`config.mk`:
```
export PLATFORM = sky130hd
export DESIGN_NAME = nand_op_seq
export DESIGN_NICKNAME = d
export VERILOG_FILES = /design/src/rtl/nand_op_seq.sv
export SDC_FILE = /design/constraint.sdc
export NUM_CORES = 1
export LEC_CHECK = 0
export BUFFER_PORTS_ARGS = -buffer_cell sky130_fd_sc_hd__buf_2
export CAP_MARGIN = 20
export CORE_MARGIN = 2
export CORE_UTILIZATION = 35
export CTS_CLUSTER_DIAMETER = 50
export DETAILED_ROUTE_END_ITERATION = 10
export HOLD_SLACK_MARGIN = 0.03
export PLACE_DENSITY = 0.59
export SLEW_MARGIN = 20
export SYNTH_ARGS = -nofsm -noshare
export SYNTH_HDL_FRONTEND = slang
export SYNTH_SLANG_ARGS = --single-unit
```
`constraint.sdc`:
```
create_clock -name clk -period 3 [get_ports clk]
set_input_delay 0.6 -clock clk [delete_from_list [all_inputs] [get_ports clk]]
set_output_delay 0.6 -clock clk [all_outputs]
set_load 0.05 [all_outputs]
```
`src/rtl/nand_op_seq.sv`:
```
module nand_op_seq #(
  parameter int HALF = 2,
  parameter int TWB  = 6,
  parameter int LW   = 12
) (
  input  logic        clk,
  input  logic        rst_n,
  input  logic        reg_we,
  input  logic [2:0]  reg_addr,
  input  logic [31:0] reg_wdata,
  output logic [31:0] reg_rdata,
  output logic [7:0]  nd_dq_out,
  output logic        nd_dq_oe,
  input  logic [7:0]  nd_dq_in,
  output logic        nd_cle,
  output logic        nd_ale,
  output logic        nd_we_n,
  output logic        nd_re_n,
  output logic [1:0]  nd_ce_n,
  input  logic        nd_rb,
  input  logic [7:0]  src_byte,
  output logic        src_take,
  output logic [7:0]  snk_byte,
  output logic        snk_put
);
  localparam int CW = $clog2(((2*HALF > TWB) ? 2*HALF : TWB) + 1);
  localparam logic [CW-1:0] BYTE_END = CW'(2*HALF-1);
  localparam logic [CW-1:0] MID      = CW'(HALF-1);
  localparam logic [CW-1:0] LOW_END  = CW'(HALF);
  localparam logic [CW-1:0] WB_END   = CW'(TWB-1);

  typedef enum logic [2:0] {S_IDLE, S_C1, S_AD, S_C2, S_RD, S_WR, S_WT} st_t;
  st_t st, st_nx, after_ad;

  logic [CW-1:0] cnt;
  logic [31:0]   ctrl1_q, ctrl2_q;
  logic [LW-1:0] dlen_q, left;
  logic [15:0]   a1_q;
  logic [23:0]   a2_q;
  logic [2:0]    na, idx;
  logic          c2en, irq_cmd, irq_dat, cmd_set, dat_set;
  logic [7:0]    c2op;

  wire busy     = st != S_IDLE;
  wire op_rd    = ctrl1_q[26];
  wire op_wr    = ctrl1_q[25] & ~ctrl1_q[26];
  wire start    = reg_we && reg_addr == 3'd0 && reg_wdata[31] && !busy;
  wire byte_end = cnt == BYTE_END;
  wire irq_wr   = reg_we && reg_addr == 3'd3;
  wire [2:0] na_code = reg_wdata[29:27];
  wire [2:0] na_new  = !reg_wdata[30] ? 3'd0 : (na_code >= 3'd4) ? 3'd5 : na_code + 3'd1;
  wire [39:0] addr_sh = {a2_q, a1_q} >> {idx, 3'b000};
  wire wr_like  = st == S_C1 || st == S_C2 || st == S_AD || st == S_WR;

  assign nd_cle   = st == S_C1 || st == S_C2;
  assign nd_ale   = st == S_AD;
  assign nd_dq_oe = wr_like;
  assign nd_we_n  = !(wr_like && cnt < LOW_END);
  assign nd_re_n  = !(st == S_RD && cnt < LOW_END);
  assign nd_ce_n  = !busy ? 2'b11 : (ctrl1_q[19] ? 2'b01 : 2'b10);
  assign src_take = st == S_WR && byte_end;

  always_comb begin
    case (st)
      S_C1:    nd_dq_out = ctrl1_q[7:0];
      S_C2:    nd_dq_out = c2op;
      S_AD:    nd_dq_out = addr_sh[7:0];
      S_WR:    nd_dq_out = src_byte;
      default: nd_dq_out = 8'h00;
    endcase
  end

  always_comb begin
    if (op_rd)                    after_ad = c2en ? S_C2 : S_WT;
    else if (op_wr && left != '0) after_ad = S_WR;
    else                          after_ad = c2en ? S_C2 : S_WT;
  end

  always_comb begin
    st_nx = st;
    cmd_set = 1'b0;
    dat_set = 1'b0;
    case (st)
      S_IDLE: if (start) st_nx = S_C1;
      S_C1: if (byte_end) begin
        st_nx = (na != 3'd0) ? S_AD : after_ad;
        if (na == 3'd0 && op_wr && left == '0) dat_set = 1'b1;
      end
      S_AD: if (byte_end && idx == na - 3'd1) begin
        st_nx = after_ad;
        if (op_wr && left == '0) dat_set = 1'b1;
      end
      S_C2: if (byte_end) st_nx = S_WT;
      S_WR: if (byte_end && left == LW'(1)) begin
        dat_set = 1'b1;
        st_nx = c2en ? S_C2 : S_WT;
      end
      S_WT: if (cnt == WB_END && nd_rb) begin
        cmd_set = 1'b1;
        if (op_rd && left != '0) st_nx = S_RD;
        else begin
          st_nx = S_IDLE;
          dat_set = op_rd;
        end
      end
      S_RD: if (byte_end && left == LW'(1)) begin
        dat_set = 1'b1;
        st_nx = S_IDLE;
      end
      default: st_nx = S_IDLE;
    endcase
  end

  always_ff @(posedge clk or negedge rst_n) begin
    if (!rst_n) begin
      st <= S_IDLE;
      cnt <= '0;
      ctrl1_q <= '0;
      ctrl2_q <= '0;
      dlen_q <= '0;
      left <= '0;
      a1_q <= '0;
      a2_q <= '0;
      na <= '0;
      idx <= '0;
      c2en <= 1'b0;
      c2op <= '0;
      irq_cmd <= 1'b0;
      irq_dat <= 1'b0;
      snk_byte <= '0;
      snk_put <= 1'b0;
    end else begin
      st <= st_nx;
      if (st_nx != st) cnt <= '0;
      else if (st == S_WT) begin
        if (cnt != WB_END) cnt <= cnt + 1'b1;
      end else if (busy) cnt <= byte_end ? '0 : cnt + 1'b1;
      if (start) begin
        ctrl1_q <= reg_wdata;
        na <= na_new;
        idx <= '0;
        c2en <= ctrl2_q[8];
        c2op <= ctrl2_q[7:0];
        left <= dlen_q;
      end
      if (st == S_AD && byte_end) idx <= idx + 3'd1;
      if ((st == S_WR || st == S_RD) && byte_end) left <= left - 1'b1;
      snk_put <= st == S_RD && cnt == MID;
      if (st == S_RD && cnt == MID) snk_byte <= nd_dq_in;
      if (reg_we && reg_addr == 3'd1) ctrl2_q <= reg_wdata;
      if (reg_we && reg_addr == 3'd4) dlen_q <= reg_wdata[LW-1:0];
      if (reg_we && reg_addr == 3'd5) a1_q <= reg_wdata[15:0];
      if (reg_we && reg_addr == 3'd6) a2_q <= reg_wdata[23:0];
      irq_cmd <= cmd_set | (irq_cmd & ~(irq_wr & reg_wdata[31]));
      irq_dat <= dat_set | (irq_dat & ~(irq_wr & reg_wdata[28]));
    end
  end

  always_comb begin
    case (reg_addr)
      3'd0:    reg_rdata = ctrl1_q;
      3'd1:    reg_rdata = ctrl2_q;
      3'd2:    reg_rdata = {31'd0, busy};
      3'd3:    reg_rdata = {irq_cmd, 2'b00, irq_dat, 28'd0};
      3'd4:    reg_rdata = 32'(dlen_q);
      3'd5:    reg_rdata = {16'd0, a1_q};
      3'd6:    reg_rdata = {8'd0, a2_q};
      default: reg_rdata = 32'd0;
    endcase
  end

  assert_latch_excl_R1: assert property (@(posedge clk) disable iff (!rst_n)
    !(nd_cle && nd_ale));
  assert_ce_single_R2: assert property (@(posedge clk) disable iff (!rst_n)
    busy |-> $countones(~nd_ce_n) == 1);
  assert_ce_idle_R2: assert property (@(posedge clk) disable iff (!rst_n)
    !busy |-> nd_ce_n == 2'b11);
  assert_strobe_excl_R4: assert property (@(posedge clk) disable iff (!rst_n)
    !(!nd_we_n && !nd_re_n));
  assert_done_after_ready_R8: assert property (@(posedge clk) disable iff (!rst_n)
    $rose(irq_cmd) |-> $past(nd_rb));
  assert_busy_ignore_R10: assert property (@(posedge clk) disable iff (!rst_n)
    (busy && reg_we && reg_addr == 3'd0) |=> $stable(ctrl1_q));
endmodule

```
==> results.json <==
{
  "hold_class": "primary input to async pin",
  "hold_viol": 0,
  "vias": 6468,
  "postPlaceCellArea_sq_mm": 0.009295,
  "finalSetupViolCount": 0,
  "grt_pass1_wl_mm": 36.56,
  "grt_pass1_vias": 6350,
  "die_w_um": 157.8,
  "core_area_sq_mm": 0.02333,
  "fin_crit_ps": 2912,
  "busiest_layer": "met2",
  "reg2reg_to": "left[1]",
  "worstMarginPinSlew_ps": 840.7,
  "final_nets": 982,
  "hpwlAfterDp_mm": 16.90,
  "total_leakage_power_nw": 4.598,
  "drt_iter0_drc": 395,
  "crit_start": "idx[1]",
  "clkLatencyLatePin_ps": 440,
  "dieArea_sq_mm": 0.02489,
  "finalWeightedCongestion": 0.8542,
  "synth_cells": 802,
  "grt_usage": 0.1941,
  "cts_tree": "built",
  "met2_usage": 0.2975,
  "dr.pass1.iters": 4,
  "routed_wl_mm": 23.24,
  "insertedDiodeCount": 0,
  "max-clock-path-buffers": 2,
  "end_kind": "output pin",
  "synth_adder_area_share": 0.01512,
  "path_clk_slew_ps": 70,
  "gr-total-overflow": 0,
  "htreeDepth": 4,
  "start_util": 0.3547,
  "fin_crit_sh": 0.9708,
  "avgSynthCellArea_sq_um": 10.32,
  "antenna_found_initial": 0,
  "crit_type": "flip-flop to output pin",
  "r2r_cells": 5,
  "fillers": 2249,
  "rsz0062_at_grt": "false",
  "met1_usage": 0.2791,
  "status": "finished, final reports clean",
  "vias_per_cell": 5.179,
  "synthXorXnorAreaFrac": 0.008012,
  "yosysUniqueCellTypes": 63,
  "ant_nets": 0,
  "synth_compound_area_frac": 0.08798,
  "clock_sinks": 160,
  "io_buffer_count": 111,
  "power_density_mw_per_mm2": 956.4,
  "slew_viol_final": 0,
  "die_y_um": 157.8,
  "grt_max_degree": 58,
  "worstReg2RegStart": "st[1]",
  "avgRoutedWirePerCell_um": 18.61,
  "ys_ff_latch": 160,
  "area_growth_pct": 19.94,
  "synthMuxAreaShare": 0.2030,
  "drive_gt1_frac": 0.3161,
  "max_freq_ghz": 0.3434,
  "synth-edff-count": 0,
  "fp-row-count": 56,
  "ff_latch_area_sq_mm": 0.004005,
  "final_cell_area_sq_mm": 0.009927,
  "r2r_slack_ps": 530,
  "irDropWorstVdd_mv": 0.4211,
  "maxCapViolations": 0,
  "synthArstFlopShare": 1.000,
  "cp.required_ps": 2400,
  "synthesis.nets": 867,
  "cp_max_fo": 12,
  "grt_util_met3": 0.03504,
  "synth_top_family_by_area": "multiplexers",
  "synth_ff_type": "dfrtp_1",
  "ios": 112,
  "yosysSeqAreaShare": 0.4837,
  "multi_input_area_sq_mm": 0.003998,
  "hold_buffers": 0,
  "synthesis.area_sq_mm": 0.008277,
  "drc": 0,
  "arrival_ps": 2310,
  "synth-simple-area-share": 0.1678,
  "cts_made_buffers": 17,
  "cp-start-kind": "flip-flop",
  "yosysWarnings": 0,
  "crit_path_end": "nd_dq_out[6]",
  "max-slew-margin-rel": 0.4382,
  "root_buffer": "clkbuf_16",
  "skew_ps": 12.05,
  "power.total_mw": 9.494,
  "tns_ps": 0
}
[metrics by stage]
| stage | util | hold slack [ps] | setup WS, ps | instances |
|---|---|---|---|---|
| 2_1_floorplan | - | 304.4 | 70.36 | 802 |
| 3_3_place_gp | 0.3984 | 449.1 | 276.9 | 1216 |
| 3_5_place_dp | 0.3984 | 455.1 | 276.9 | 1216 |
| 4_1_cts | 0.4246 | 150.3 | 64.75 | 1248 |
| 5_1_grt | 0.4255 | 158.1 | 18.65 | 1249 |
| 6_report | 0.4255 | 129.6 | 87.63 | 1249 |
[critical path: stages, from the launching register on]
cell       delay, ps
dfrtp_1          730
mux4_2           420
a22oi_1          290
o2bb2ai_1        190
buf_2            250
[layer usage]
metal,up-vias,share of wire
met5,-,0
met4,0,0.019
met3,31,0.048
met2,182,0.46
met1,3239,0.48
li1,3016,-
[layout by cell type, fill, tap and decap left out, types with 3 or more instances in the layout]
cell type,instances
nor3_1,10
inv_8,3
nor4_1,4
mux2i_1,34
clkinv_8,4
a21oi_1,12
ha_1,10
o21a_1,5
o22ai_1,3
a31oi_1,7
nor3_2,3
a22oi_1,10
dfrtp_1,159
nand3_1,14
nand2b_1,7
o21ai_1,19
and3b_1,3
inv_1,20
buf_4,28
o21ai_0,28
nand2_1,200
nor2b_1,4
buf_12,3
xnor2_1,3
o2bb2ai_1,7
mux2_2,85
mux4_2,17
buf_2,110
nand3b_1,3
nor2_1,41
clkbuf_16,17
o211ai_1,5
inv_6,5
[sequential cells by signal, summed over array words and instances (netlist names), 3 cells and up]
| register | cells |
|---|---|
| ctrl1_q | 32 |
| ctrl2_q | 32 |
| a2_q | 24 |
| a1_q | 16 |
| dlen_q | 12 |
| left | 12 |
| c2op | 8 |
| snk_byte | 8 |
| cnt | 3 |
| idx | 3 |
| na | 3 |
| st | 3 |
[cells in the mapped netlist, drive strengths merged, types with 10 or more instances]
master  count  area share
buf        23       0.014
dfrtp     160        0.48
mux2i      34       0.041
nor3       13      0.0097
mux2       85        0.12
mux4       17       0.046
inv        20      0.0091
ha         10       0.015
nor2       42       0.019
nand3      14      0.0085
clkbuf     23       0.010
o21ai      47       0.028
a21oi      12      0.0073
a22oi      10      0.0091
nand2     201       0.091
[report_power, final]
part | switching [mW] | total (mW) | internal, mW
registers | 0.707 | 3.59 | 2.88
clock network | 1.04 | 2.24 | 1.20
logic | 2.26 | 3.67 | 1.41
[worst min path at each step]
stage                     slack, ps   startpoint  cells past startpoint          end
final                           130        rst_n                      1     left[10]
after global routing            160        rst_n                      1     left[10]
after CTS                       150        rst_n                      1   ctrl2_q[4]
after detailed placement        460  ctrl1_q[17]                      2  ctrl1_q[17]
after global placement          450      c2op[0]                      2      c2op[0]
after floorplan                 300        rst_n                      0      a1_q[0]
[timing repair]
action                                  CTS  global route
gates resized for setup                   1             0
endpoints found under the hold margin     0             0
endpoints found under the setup margin    3             1
pin swaps                                 0             0
setup buffers                             0             1
[logic make-up (layout without fill, tap and decap cells)]
logic type / count (synthesis) / after routing
xor+xnor: 5 / 5
buf+inv: 68 / 196
fa+ha+maj: 10 / 10
compound gates: 111 / 111
simple gates: 312 / 312
flops: 160 / 160
mux: 136 / 136
[layout make-up]
| class | count | share of cell area |
|---|---|---|
| timing repair buffer | 142 | 0.08382 |
| inverter | 22 | 0.008319 |
| clock inverter | 15 | 0.01865 |
| tap | 319 | 0.04021 |
| sequential | 160 | 0.4035 |
| multi-input combinational | 574 | 0.4027 |
| clock buffer | 17 | 0.04285 |
No activity file was read; power rests on OpenSTA's default activity.
